==> src/rtl/scl_gen_pkg.sv <==
package scl_gen_pkg;

    typedef enum logic [1:0] {
        ST_OFF  = 2'd0,
        ST_HIGH = 2'd1,
        ST_LOW  = 2'd2,
        ST_WAIT = 2'd3
    } scl_state_e;

endpackage

==> src/rtl/scl_cfg_hold.sv <==
module scl_cfg_hold #(
    parameter int CODE_W    = 5,
    parameter int CNT_W     = 7,
    parameter int MIN_CODE  = 3,
    parameter int FAST_CODE = 5,
    parameter int FAST_HIGH = 4,
    parameter int FAST_LOW  = 6
) (
    input  logic              clk,
    input  logic              rst_n,
    input  logic              load,
    input  logic              hs_mode,
    input  logic [CODE_W-1:0] div_code,
    output logic              illegal,
    output logic [CNT_W-1:0]  high_len,
    output logic [CNT_W-1:0]  low_len
);

    logic              act_hs;
    logic [CODE_W-1:0] act_code;
    logic [CNT_W-1:0]  code_ext;
    logic              fast_case;

    assign illegal = (div_code < CODE_W'(MIN_CODE));

    always_ff @(posedge clk or negedge rst_n) begin
        if (!rst_n) begin
            act_hs   <= 1'b0;
            act_code <= CODE_W'(MIN_CODE);
        end else if (load && !illegal) begin
            act_hs   <= hs_mode;
            act_code <= div_code;
        end
    end

    assign code_ext  = CNT_W'(act_code);
    assign fast_case = act_hs && (act_code == CODE_W'(FAST_CODE));

    always_comb begin
        if (fast_case) begin
            high_len = CNT_W'(FAST_HIGH);
            low_len  = CNT_W'(FAST_LOW);
        end else if (act_hs) begin
            high_len = code_ext << 1;
            low_len  = code_ext << 1;
        end else begin
            high_len = code_ext << 2;
            low_len  = code_ext << 2;
        end
    end

endmodule

==> src/rtl/scl_fsm.sv <==
module scl_fsm
    import scl_gen_pkg::*;
#(
    parameter int CNT_W = 7
) (
    input  logic             clk,
    input  logic             rst_n,
    input  logic             en,
    input  logic             illegal,
    input  logic             scl_in,
    input  logic [CNT_W-1:0] high_len,
    input  logic [CNT_W-1:0] low_len,
    output logic             cfg_load,
    output logic             drive_low,
    output logic             rise,
    output logic             fall
);

    scl_state_e       state, state_nx;
    logic [CNT_W-1:0] cnt, cnt_nx;
    logic             run;
    logic             high_done;
    logic             low_done;

    assign run       = en && !illegal;
    assign high_done = scl_in && (cnt == high_len - CNT_W'(1));
    assign low_done  = (cnt == low_len - CNT_W'(1));

    // state register
    always_ff @(posedge clk or negedge rst_n) begin
        if (!rst_n) begin
            state <= ST_OFF;
            cnt   <= '0;
        end else begin
            state <= state_nx;
            cnt   <= cnt_nx;
        end
    end

    // next state
    always_comb begin
        state_nx = state;
        cnt_nx   = cnt;
        unique case (state)
            ST_OFF: begin
                cnt_nx = '0;
                if (run) state_nx = ST_HIGH;
            end
            ST_HIGH: begin
                if (high_done) begin
                    state_nx = ST_LOW;
                    cnt_nx   = '0;
                end else if (scl_in) begin
                    cnt_nx = cnt + CNT_W'(1);
                end
            end
            ST_LOW: begin
                if (low_done) begin
                    state_nx = ST_WAIT;
                    cnt_nx   = '0;
                end else begin
                    cnt_nx = cnt + CNT_W'(1);
                end
            end
            ST_WAIT: begin
                if (scl_in) begin
                    state_nx = ST_HIGH;
                    cnt_nx   = CNT_W'(1);
                end
            end
            default: begin
                state_nx = ST_OFF;
                cnt_nx   = '0;
            end
        endcase
        if (!run) begin
            state_nx = ST_OFF;
            cnt_nx   = '0;
        end
    end

    // outputs
    always_comb begin
        drive_low = run && (state == ST_LOW);
        fall      = run && (state == ST_LOW) && (cnt == '0);
        rise      = run && (state == ST_WAIT) && scl_in;
        cfg_load  = (state == ST_OFF) || (run && (state == ST_HIGH) && high_done);
    end

endmodule

==> src/rtl/scl_clkgen.sv <==
module scl_clkgen #(
    parameter int CODE_W    = 5,
    parameter int MIN_CODE  = 3,
    parameter int FAST_CODE = 5,
    parameter int FAST_HIGH = 4,
    parameter int FAST_LOW  = 6
) (
    input  logic              clk,
    input  logic              rst_n,
    input  logic              en,
    input  logic              hs_mode,
    input  logic [CODE_W-1:0] div_code,
    input  logic              scl_in,
    output logic              scl_drive_low,
    output logic              cfg_err,
    output logic              scl_rise,
    output logic              scl_fall
);

    localparam int CNT_W = CODE_W + 2;

    logic             illegal;
    logic             cfg_load;
    logic [CNT_W-1:0] high_len;
    logic [CNT_W-1:0] low_len;

    scl_cfg_hold #(
        .CODE_W   (CODE_W),
        .CNT_W    (CNT_W),
        .MIN_CODE (MIN_CODE),
        .FAST_CODE(FAST_CODE),
        .FAST_HIGH(FAST_HIGH),
        .FAST_LOW (FAST_LOW)
    ) u_cfg (
        .clk     (clk),
        .rst_n   (rst_n),
        .load    (cfg_load),
        .hs_mode (hs_mode),
        .div_code(div_code),
        .illegal (illegal),
        .high_len(high_len),
        .low_len (low_len)
    );

    scl_fsm #(
        .CNT_W(CNT_W)
    ) u_fsm (
        .clk      (clk),
        .rst_n    (rst_n),
        .en       (en),
        .illegal  (illegal),
        .scl_in   (scl_in),
        .high_len (high_len),
        .low_len  (low_len),
        .cfg_load (cfg_load),
        .drive_low(scl_drive_low),
        .rise     (scl_rise),
        .fall     (scl_fall)
    );

    assign cfg_err = illegal;

endmodule

==> config.mk <==
export PLATFORM = sky130hd
export DESIGN_NAME = scl_clkgen
export DESIGN_NICKNAME = d
export VERILOG_FILES = /design/src/rtl/scl_gen_pkg.sv /design/src/rtl/scl_cfg_hold.sv /design/src/rtl/scl_fsm.sv /design/src/rtl/scl_clkgen.sv
export SDC_FILE = /design/constraint.sdc
export NUM_CORES = 1
export LEC_CHECK = 0
export BUFFER_PORTS_ARGS = -buffer_cell sky130_fd_sc_hd__buf_2
export CAP_MARGIN = 10
export CELL_PAD_IN_SITES_DETAIL_PLACEMENT = 0
export CELL_PAD_IN_SITES_GLOBAL_PLACEMENT = 2
export CORE_ASPECT_RATIO = 0.8
export CORE_MARGIN = 2
export CORE_UTILIZATION = 30
export CTS_CLUSTER_SIZE = 20
export DETAILED_ROUTE_END_ITERATION = 8
export GPL_ROUTABILITY_DRIVEN = 1
export PLACE_DENSITY = 0.8
export SLEW_MARGIN = 20
export SYNTH_ARGS = -nofsm -noshare
export SYNTH_HDL_FRONTEND = slang
export SYNTH_SLANG_ARGS = --single-unit
export TNS_END_PERCENT = 1
==> constraint.sdc <==
create_clock -name clk -period 2.4 [get_ports clk]
set_input_delay 0.36 -clock clk [delete_from_list [all_inputs] [get_ports clk]]
set_output_delay 0.36 -clock clk [all_outputs]
set_load 0.01 [all_outputs]
Word level (Yosys, flattened, before mapping) --
Cells that the tools add are included.
Word-level totals: register bits after elaboration 15, latch bits 0, bits in writable memories 0, bits in read-only memories 0, input bits 10, output and inout bits 4, memories kept 0
Operators by class: $add $sub $neg 3, multipliers 0, divide/modulo/power cells 0, magnitude comparators 1, eq/ne operators 10, shift operators 0, mux-type cells 14, bitwise logic cells 0, reductions and logical operators 16
Operators with widths (number):
- 7-bit two-way mux | 8
- 7-bit case mux with 4 select lines | 1
- 7-bit equality test | 2
- 7-bit by 1-bit subtractor with 7-bit output (second input constant) | 2
- 1-bit logical AND | 10
- 3-bit inequality test (second input constant) | 3
- 2-bit two-way mux | 4
- 2-bit case mux with 4 select lines | 1
- 7-bit by 1-bit adder with 7-bit output (second input constant) | 1
- 7-bit zero test | 1
- 5-bit by 3-bit equality test with 1-bit output (second input constant) | 1
- 5-bit by 2-bit < comparator with 1-bit output (second input constant) | 1
- 2-bit equality test (second input constant) | 2
- 4-bit inequality test (second input constant) | 1
- 3-bit AND reduction | 1
- 2-bit by 1-bit equality test with 1-bit output (second input constant) | 1
- 2-bit zero test | 1
- 2-bit AND reduction | 1
- 1-bit zero test | 1
- 1-bit logical OR | 1

Longest topological paths before layout --
Gate-level depths: netlist of run 1.
depth in word-level cells 9, depth in mapped cells 8, depth with buffers taken out 7

By module --
Synthesis of run 1 repeated with hierarchy kept, for this count alone.
Second synthesis, totals: cell total of the unflattened synthesis 187, area, all modules 1580.3 um^2
By module, submodules not included:
- scl_fsm | instances 1, cells each 151, area each 1184.9 um^2, seq. area each 225.2 um^2
- scl_cfg_hold | instances 1, cells each 36, area each 395.4 um^2, seq. area each 152.6 um^2

Worst setup path after synthesis of run 1 --
No wires, ideal clock.
kind register -> register, start reg u_cfg.act_code[1], end reg u_cfg.act_hs, setup time 125 ps, arrival 2143 ps, path slack 132 ps, stages on the path, launching flop included 9, path buffers 1, cells stage by stage dfstp_2 > buf_4 > nor4_2 > mux2i_1 > xnor2_2 > nand4_4 > o31ai_4 > nand2_4 > mux2_4
On the way: word-level cells in the longest chain between the ends 9, elaborated cells on any way between the ends 10, those cells by class add/sub: 1; eq/ne: 2; mux: 2; reduce/logical: 5
Ends and longest elaborated chain:
- start, declared | RTL line scl_cfg_hold.sv:20 | logic [CODE_W-1:0] act_code;
- start signal, assigned | RTL line scl_cfg_hold.sv:29 | act_code <= CODE_W'(MIN_CODE);
- start signal, assigned | RTL line scl_cfg_hold.sv:32 | act_code <= div_code;
- 5-bit by 3-bit equality test with 1-bit output | RTL line scl_cfg_hold.sv:37 | assign fast_case = act_hs && (act_code == CODE_W'(FAST_CODE));
- 1-bit logical AND | RTL line scl_cfg_hold.sv:37
- 7-bit two-way mux * | RTL line scl_cfg_hold.sv:40 | if (fast_case) begin
- 7-bit by 1-bit subtractor with 7-bit output * | RTL line scl_fsm.sv:26 | assign high_done = scl_in && (cnt == high_len - CNT_W'(1));
- 7-bit equality test * | RTL line scl_fsm.sv:26
- 1-bit logical AND * | RTL line scl_fsm.sv:26
- 1-bit logical AND * | RTL line scl_fsm.sv:87 | cfg_load = (state == ST_OFF) || (run && (state == ST_HIGH) && high_done);
- 1-bit logical OR * | RTL line scl_fsm.sv:87
- 1-bit logical AND * | RTL line scl_cfg_hold.sv:30 | end else if (load && !illegal) begin
- end signal, assigned | RTL line scl_cfg_hold.sv:31 | act_hs <= hs_mode;
- end, declared | RTL line scl_cfg_hold.sv:19 | logic act_hs;
Mark *: on every way between the ends. The rest lies on a longest branch, timed or not. A chain may end at the register's enable or synchronous reset.

Worst setup path in the final report of run 1 --
start reg u_cfg.act_code[2], end reg u_fsm.cnt[3]
On the way: word-level cells in the longest chain between the ends 9, elaborated cells on any way between the ends 16, those cells by class add/sub: 2; eq/ne: 4; mux: 7; reduce/logical: 3
Ends and longest elaborated chain:
- 5-bit by 3-bit equality test with 1-bit output | RTL line scl_cfg_hold.sv:37
- 1-bit logical AND | RTL line scl_cfg_hold.sv:37
- 7-bit two-way mux | RTL line scl_cfg_hold.sv:40
- 7-bit by 1-bit subtractor with 7-bit output | RTL line scl_fsm.sv:26
- 7-bit equality test | RTL line scl_fsm.sv:26
- 1-bit logical AND | RTL line scl_fsm.sv:26
- 7-bit two-way mux | RTL line scl_fsm.sv:50 | if (high_done) begin
- 7-bit case mux with 4 select lines | RTL line scl_fsm.sv:44 | unique case (state)
- 7-bit two-way mux | RTL line scl_fsm.sv:76 | if (!run) begin
- end signal, assigned | RTL line scl_fsm.sv:36 | cnt <= cnt_nx;
- end, declared | RTL line scl_fsm.sv:20 | logic [CNT_W-1:0] cnt, cnt_nx;
Parallel ways exist; a longest one is shown, timed or not.

==> results of run 1 <==
## layout make-up
type	instances	area share, %
multi-input cells	108	55.43
inverters	10	2.247
well taps	57	4.270
repair buffers	32	12.51
flip-flops and latches	15	22.85
clock buffers	4	2.697
## power breakdown
group,internal (mW),leakage [nW],switching [mW]
Sequential,0.350,0.188,0.168
Combinational,0.556,0.513,0.537
Clock,0.118,0.0228,0.100
## worst max-delay path, cell delays in order (launching register included)
cell and delay, ns:
dfrtp_2 0.46, buf_6 0.14, a2111o_1 0.37, and2_0 0.16, mux2_2 0.29, nand4_4 0.17
o21ai_4 0.11, a2111oi_0 0.45, a221o_1 0.17
## layout by cell type, fill, tap and decap left out, types with 2 or more instances in the layout
cell,count
a221o_1,4
and2_1,4
inv_1,10
buf_2,13
a22o_1,2
o21ai_0,4
nor2b_1,2
a22o_2,3
buf_4,17
nand2_4,2
dfstp_2,2
mux2i_1,3
o31ai_4,2
a21oi_1,4
dfrtp_2,3
ha_1,7
nor4_2,2
clkbuf_8,3
or2_2,2
xor2_1,2
nand3_1,4
nor3_1,4
a2111oi_1,2
nor2_1,10
nand2_1,9
dfrtp_1,10
o21ai_4,2
mux2_4,3
a2111o_1,2
xnor2_1,4
## metrics by stage
step                setup WS [ns]  instance area (um2)  std cells  hold slack [ns]  setup TNS [ns]
detailed placement       -0.09727                 1540        220           0.2977         -0.2512
CTS                      -0.02363                 1607        224          0.02472        -0.04590
global placement          -0.1043                 1540        220           0.2879         -0.2694
finish                    0.01141                 1670        226         0.007280               0
global route             -0.05536                 1670        226          0.03344         -0.3458
floorplan                  0.1324                 1320        139          0.06441               0
## worst paths after layout
kind,start,to,slack (ns),depth (start not counted)
max,u_cfg.act_code[2],u_fsm.cnt[3],0.01,8
min,rst_n,u_fsm.cnt[6],0.007,1
max reg2reg,u_cfg.act_code[2],u_fsm.cnt[3],0.01,8
min reg2reg,u_fsm.cnt[0],u_fsm.cnt[0],0.58,1
max in group asynchronous,rst_n,u_cfg.act_code[0],2.09,1
min in group clk,hs_mode,u_cfg.act_hs,0.34,2
## cells by family after synthesis
logic type / Yosys count / synth area share (%)
AND/OR/NAND/NOR: 50 / 22.09
multiplexers: 7 / 6.540
AO/OA/AOI/OAI: 37 / 24.74
adder cells (fa/ha/maj): 7 / 6.635
flip-flops: 15 / 28.63
XOR/XNOR: 7 / 5.214
buffers and inverters: 16 / 6.161
## sequential cells by signal (all words and copies together) (netlist names)
register / flops
u_fsm.cnt: 7
u_fsm.state: 2
u_cfg.act_hs: 1
u_cfg.act_code: 5
## routing by layer
layer	vias up	part of all wire [%]	global-route usage, %
met5	-	0	0
met4	0	2.0	6.360
met3	8	3.9	2.292
met2	38	44	22.41
met1	554	50	18.94
li1	576	-	-
## timing repair
item / CTS / global route
cloned: 0 / 0
pin swaps: 1 / 9
setup buffers: 0 / 2
setup endpoints to repair: 7 / 14
resized for setup: 4 / 13
==> results.md, run 1 <==
- Status: completed
- Die X-Extent: 78.16 um
- Final cycle utilization of the critical path: 99.52%
- Initial antenna violation count: 0
- Most common cell in the netlist: dfrtp_1
- Max Fclk: 418.7 MHz
- Arrival time worst endpoint: 2.58 ns
- Post-synth top area share: 24.64%
- HPWL Detailed: 2.467 mm
- Total gr overflow: 0
- Hold Buf Count CTS: 0
- Routed WL per cell: 14.88 um
- Gate Count Post-Synth: 139
- Period minus WS final: 2.389 ns
- Setup CP Type: reg -> reg
- DRC errors left: 0
- Full die area: 4950 um2
- Post-synthesis cell type count: 52
- Sequential-to-total area share from yosys stat: 28.63%
- First-pass GRT wire length: 5.444 mm
- Htree depth: 1
- Final setup vio count: 0
- FILL cells: 426
- Worst Tran Pin Value: 0.6243 ns
- Final clock skew: 0.001801 ns
- Yosys reg bits: 15
- Global Route Usage Sum: 14.14%
- CP required: 2.59 ns
- Final Max Tran Viols: 0
- Post-route ant nets: 0
- Crit-path max FO: 6
- Synthesis-to-finish area growth: 26.54%
- Top cells by area, synth: dfrtp_1 (25%), ha_1 (6.6%), dfstp_2 (4.0%), mux2_4 (3.4%), o31ai_4 (3.2%)
- Cell Rows: 21
- Initial DRC count: 73
- Final hold viol count: 0
- Final Power: 1.829 mW
- CTS tree: yes
- CP Launch Type: flop
- Leakage: 0.7245 nW
- Slew Limit Headroom: 58.15%
- Final Net Count: 187
- PD cells: 1095 nW/um2
- CTS Buf Count: 3
- Total of warnings raised by yosys: 0
- Post-synth top area cell: dfrtp_1
- CTS clk-pin slew, worst paths: 0.07 ns
- Synth cell count leaders: dfrtp_1 (13), inv_1 (10), nor2_1 (10), nand2_1 (9), ha_1 (7)
- CTS sink count: 15
- Placer Congestion: 0.8229
- Total of max-cap violations: 0
- # port buffers: 13
- Mapped Area: 1320 um2
- Vias per inst: 5.204
- Clock Tree Buf Depth: 2
- Reg area: 381.6 um2
- Layout cells sized above 1: 37.28%
- Worst skew pair latency: 0.25 ns
- Core Util, Final: 39.73%
- Vias post-DR: 1,176
- Peak supply drop: 0.5611 mV
- DR pass1 iterations: 4
- Drt total wl: 3.363 mm
- FFs w/ async S/R, synth: 100.0%
- Initial Util: 31.40%
- CP Capture Type: flop
- RSZ-0062 raised after global routing: true
- Multi-input gate area: 925.9 um2
- Post-Syn Nets: 156
- Ys flop type: dfrtp_1
- Post-synth EDFFs: 0
- Die height: 63.33 um
- Pin count of the biggest net entering global routing: 16
- I/O pin cnt: 14
- Vias in the first global route: 1,125
- Diodes inserted: 0
- Worst hold path type: in -> async
- CORE AREA: 4204 um2
- CTS root buf: clkbuf_8
- Mapped Avg Cell Area: 9.497 um2
Power figures use the tool's default switching activity.
==> inputs of run 2 (changes only) <==
==> constraint.sdc (replaced) <==
create_clock -name clk -period 2.4 [get_ports clk]
set_input_delay 0.12 -clock clk [delete_from_list [all_inputs] [get_ports clk]]
set_output_delay 0.12 -clock clk [all_outputs]
set_load 0.02 [all_outputs]
==> run 2 against run 1 <==
Effect of this change: clock skew is 0.0017 ns higher; fmax increased by 0.49%; first-iteration DRC count shrank 41%; hold slack improved by 0.097 ns; die area is the same; sequential power rose by 2%; power shrank 0.58%; worst setup slack better by 0.012 ns; sequential share of layout area barely moved; clock power shrank 3%; largest cell class unchanged; register-to-register slack barely moved; critical path depth unchanged.
==> results.md, run 2 (same netlist as run 1, synthesis figures left out) <==
- Initial Util: 31.40%
- I/O pin cnt: 14
- Top flop regs: u_fsm.cnt x7, u_cfg.act_code x5, u_fsm.state x2
- HPWL Detailed: 2.432 mm
- CTS root buf: clkbuf_8
- Max FFs per register: 7
- CP Depth: 8
- CTS tree: yes
- Peak supply drop: 0.4466 mV
- Total gr overflow: 0
- RSZ-0062 raised after global routing: true
- Drt total wl: 3.191 mm
- CP required: 2.53 ns
- Vias per inst: 5.062
- PD cells: 1091 nW/um2
- DR pass1 iterations: 4
- CTS Buf Count: 3
- CP Launch Type: flop
- CORE AREA: 4204 um2
- Crit-path cells: buf_4 > nor4b_2 > a211oi_1 > xnor2_1 > nand4_4 > o21ai_4 > nand2_4 > a221o_1
- Clock Tree Buf Depth: 2
- Reg area: 381.6 um2
- Final Max Tran Viols: 0
- Delay of the slowest cell on the worst path: 0.63 ns
- Total of max-cap violations: 0
- Full die area: 4950 um2
- Multi-input gate area: 922.1 um2
- Flop pwr share: 29.0%
- Internal power: 1.032 mW
- Max Fclk: 420.7 MHz
- DRC errors left: 0
- Cell Rows: 21
- Initial antenna violation count: 0
- CP Capture Type: flop
- FILL cells: 447
- Hold path cells: 2
- Worst hold path type: in -> reg
- Vias post-DR: 1,139
- Core Util, Final: 39.67%
- Final Instance Area: 1668 um2
- Pin count of the biggest net entering global routing: 16
- Htree depth: 1
- Buffers plus inverters on the worst setup path: 1
- Slowest CP cell: dfstp_2
- Crit-path max FO: 7
- Setup CP Type: reg -> reg
- Arrival time worst endpoint: 2.51 ns
- Period minus WS final: 2.377 ns
- Die height: 63.33 um
- Leakage: 0.7204 nW
- Clk pwr share: 11.6%
- Slew Limit Headroom: 75.70%
- Routed WL per cell: 14.18 um
- First-pass GRT wire length: 5.644 mm
- Sw Share: 43.28%
- Post-route ant nets: 0
- Reg2reg path depth: 8
- Most frequent cells in the layout: buf_4 (15), buf_2 (13), inv_1 (10), nor2_1 (10), dfrtp_1 (10)
- Vias in the first global route: 1,157
- Final setup vio count: 0
- Dpl cell area: 1510 um2
- CP top delay family: compound AO/OA/AOI/OAI gates
- Layout cells sized above 1: 36.31%
- CTS sink count: 15
- Final cycle utilization of the critical path: 99.04%
- # port buffers: 13
- Status: completed
- Combinational Power Share: 59.4%
- CTS clk-pin slew, worst paths: 0.07 ns
- Die X-Extent: 78.16 um
- Commonest non-fill, non-tap cell in the layout: buf_4
- Global Route Usage Sum: 14.38%
- Diodes inserted: 0
- Top reg by flops: u_fsm.cnt
- Final clock skew: 0.003540 ns
- Final hold viol count: 0
- Placer Congestion: 0.8223
- Synthesis-to-finish area growth: 26.35%
- Worst Tran Pin Value: 0.3553 ns
- Worst skew pair latency: 0.25 ns
- Switch Pwr: 0.7872 mW
- Final Net Count: 186
- Initial DRC count: 43
## run 2: layout make-up
| cell class | instances | area share (%) |
|---|---|---|
| tap | 57 | 4.276 |
| sequential | 15 | 22.88 |
| inverter | 10 | 2.251 |
| timing repair buffer | 31 | 12.60 |
| clock buffer | 4 | 2.701 |
| multi-input combinational | 108 | 55.29 |
## run 2: power groups by stage
stage | logic (mW) | clock network (mW) | registers, mW
2_1_floorplan | 0.806 | 0 | 0.411
3_5_place_dp | 0.967 | 0 | 0.505
3_3_place_gp | 0.960 | 0 | 0.501
6_report | 1.08 | 0.211 | 0.527
4_1_cts | 1.01 | 0.221 | 0.515
5_1_grt | 1.20 | 0.232 | 0.547
## run 2: final timing paths
check / start / endpoint / slack (ns)
setup / recovery: u_cfg.act_code[1] / u_fsm.cnt[5] / 0.02
min in group asynchronous: rst_n / u_fsm.cnt[3] / 0.31
hold reg to reg: u_fsm.cnt[0] / u_fsm.cnt[0] / 0.57
max in group asynchronous: rst_n / u_cfg.act_code[1] / 1.79
hold / removal: hs_mode / u_cfg.act_hs / 0.10
setup reg to reg: u_cfg.act_code[1] / u_fsm.cnt[5] / 0.02
## run 2: through the flow
step                std cells  power [mW]  setup TNS, ns  worst slack [ns]  hold slack (ns)
detailed placement        216       1.472        -0.2693           -0.1003          0.05426
CTS                       221       1.743       -0.05839          -0.03132          0.09864
global placement          216       1.461        -0.2801           -0.1049          0.04768
floorplan                 139       1.216              0            0.1324          -0.1756
finish                    225       1.819              0           0.02310           0.1043
global route              225       1.979        -0.8749           -0.1135           0.1014
## run 2: routing by layer
metal  vias up  global-route usage (%)  part of all wire, %
met5         -                       0                    0
met4         0                   5.044                  1.1
met3         4                   1.862                  2.1
met2        11                   23.49                   47
met1       548                   19.52                   50
li1        576                       -                    -
## run 2: timing repair
action	in CTS	in global routing
hold endpoints to repair	13	0
gates resized for setup	7	11
pin swaps	2	7
hold buffers	1	0
setup buffers	0	4
endpoints found under the setup margin	7	15
==> inputs of run 3 (changes only) <==
CELL_PAD_IN_SITES_DETAIL_PLACEMENT = 2   (was 0)
==> run 3 against run 2 <==
Effect of this change: the flow now finishes with violations (setup timing); register-to-register slack got worse by 0.096 ns; count of clock-buffer cells in the layout is 1 lower; die area unchanged; combinational power is 19% higher; wire length increased by 47%; via count grew 11%; critical path depth is the same; non-clock buffer count grew 5; largest cell class unchanged.
==> results.md, run 3 (same netlist as run 1, synthesis figures left out) <==
- Arrival time worst endpoint: 2.62 ns
- Most frequent cells in the layout: buf_4 (18), buf_2 (13), inv_1 (10), nor2_1 (10), dfrtp_1 (10)
- Leakage: 0.7508 nW
- Final Max Tran Viols: 0
- Vias in the first global route: 1,419
- Slew Limit Headroom: 72.59%
- RSZ-0062 raised after global routing: true
- Final Net Count: 191
- Final Power: 2.026 mW
- HPWL Detailed: 3.190 mm
- Status: finished with violations
- Worst hold path type: in -> reg
- Reg area: 381.6 um2
- Final setup vio count: 11
- Cell Rows: 21
- Pin count of the biggest net entering global routing: 16
- Drt total wl: 4.679 mm
- Max FFs per register: 7
- Crit-path max FO: 8
- Final cycle utilization of the critical path: 103.0%
- Peak supply drop: 0.4116 mV
- Worst skew pair latency: 0.26 ns
- Clock Tree Buf Depth: 2
- CP Capture Type: flop
- Final hold viol count: 0
- Initial DRC count: 52
- Die X-Extent: 78.16 um
- CP Launch Type: flop
- Worst Tran Pin Value: 0.4102 ns
- Global Route Usage Sum: 20.73%
- Setup CP Type: reg -> reg
- Max Fclk: 404.4 MHz
- Diodes inserted: 0
- Violated checks: setup timing
- Vias per inst: 5.487
- Multi-input gate area: 935.9 um2
- Die height: 63.33 um
- First-pass GRT wire length: 7.824 mm
- Final clock skew: 0.001786 ns
- Setup TNS: -0.4156 ns
- Routed WL per cell: 20.34 um
- Full die area: 4950 um2
- PD cells: 1173 nW/um2
- Top flop regs: u_fsm.cnt x7, u_cfg.act_code x5, u_fsm.state x2
- Total of max-cap violations: 0
- Synthesis-to-finish area growth: 30.90%
- Htree depth: 1
- CP required: 2.54 ns
- CTS tree: yes
- CTS root buf: clkbuf_8
- DR pass1 iterations: 4
- CTS clk-pin slew, worst paths: 0.07 ns
- Placer Congestion: 0.8223
- CORE AREA: 4204 um2
- Layout cells sized above 1: 41.04%
- Initial antenna violation count: 0
- Total gr overflow: 0
- CTS Buf Count: 3
- Period minus WS final: 2.473 ns
- FILL cells: 459
- # port buffers: 13
- CTS sink count: 15
- Vias post-DR: 1,262
- DRC errors left: 0
- Post-route ant nets: 0
- Top reg by flops: u_fsm.cnt
- I/O pin cnt: 14
- Final setup margin: -0.07300 ns
- Initial Util: 31.40%
- Commonest non-fill, non-tap cell in the layout: buf_4
[run 3: power by group]
part           internal (mW)  switching (mW)
Sequential             0.350           0.162
Clock                  0.115           0.109
Combinational          0.631           0.659
Total                   1.10           0.930
[run 3: timing repair]
item                       CTS  global route
hold endpoints to repair    13             0
gates resized for setup     18             5
hold buffers                 1             0
buffers inserted             9             0
setup endpoints to repair   15            15
pin swaps                   10             8
[run 3: critical path: stages, from the launching register on]
cell and delay (ns):
dfstp_2 0.62, buf_6 0.14, a2111o_1 0.15, o211ai_1 0.17, xnor2_2 0.24, nand4_4 0.24
o31ai_4 0.34, nand2_4 0.13, mux2_4 0.31
[run 3: metal layers]
layer	up-vias	GRT usage (%)	share of wire, %
li1	585	-	-
met1	663	26.77	47
met2	12	37.39	51
met3	2	3.582	1.5
met4	0	2.193	0.43
met5	-	0	0
[run 3: final timing paths]
check,from,endpoint,slack [ns],depth (start not counted)
setup / recovery,u_cfg.act_code[1],u_cfg.act_hs,-0.07,8
hold / removal,hs_mode,u_cfg.act_hs,0.1,2
setup reg to reg,u_cfg.act_code[1],u_cfg.act_hs,-0.07,8
hold reg to reg,u_fsm.state[0],u_fsm.state[0],0.60,1
max in group asynchronous,rst_n,u_cfg.act_code[0],1.78,2
min in group asynchronous,rst_n,u_fsm.cnt[3],0.31,2
[run 3: stage by stage]
step,cells,setup WS [ns],cell area [um2],utilization (%),hold WS [ns]
floorplan,139,0.1324,1320,-,-0.1756
global placement,216,-0.1049,1510,35.92,0.04768
detailed placement,216,-0.1593,1510,35.92,0.06490
CTS,230,-0.04324,1707,40.60,0.09656
global route,230,-0.1638,1728,41.10,0.09970
finish,230,-0.07300,1728,41.10,0.09501
[run 3: final cells by class]
type                            count  area share [%]
Tap cell                           57           4.127
Clock inverter                      1          0.2896
Sequential cell                    15           22.09
Clock buffer                        3           2.390
Timing Repair Buffer               36           14.77
Inverter                           10           2.172
Multi-Input combinational cell    108           54.16
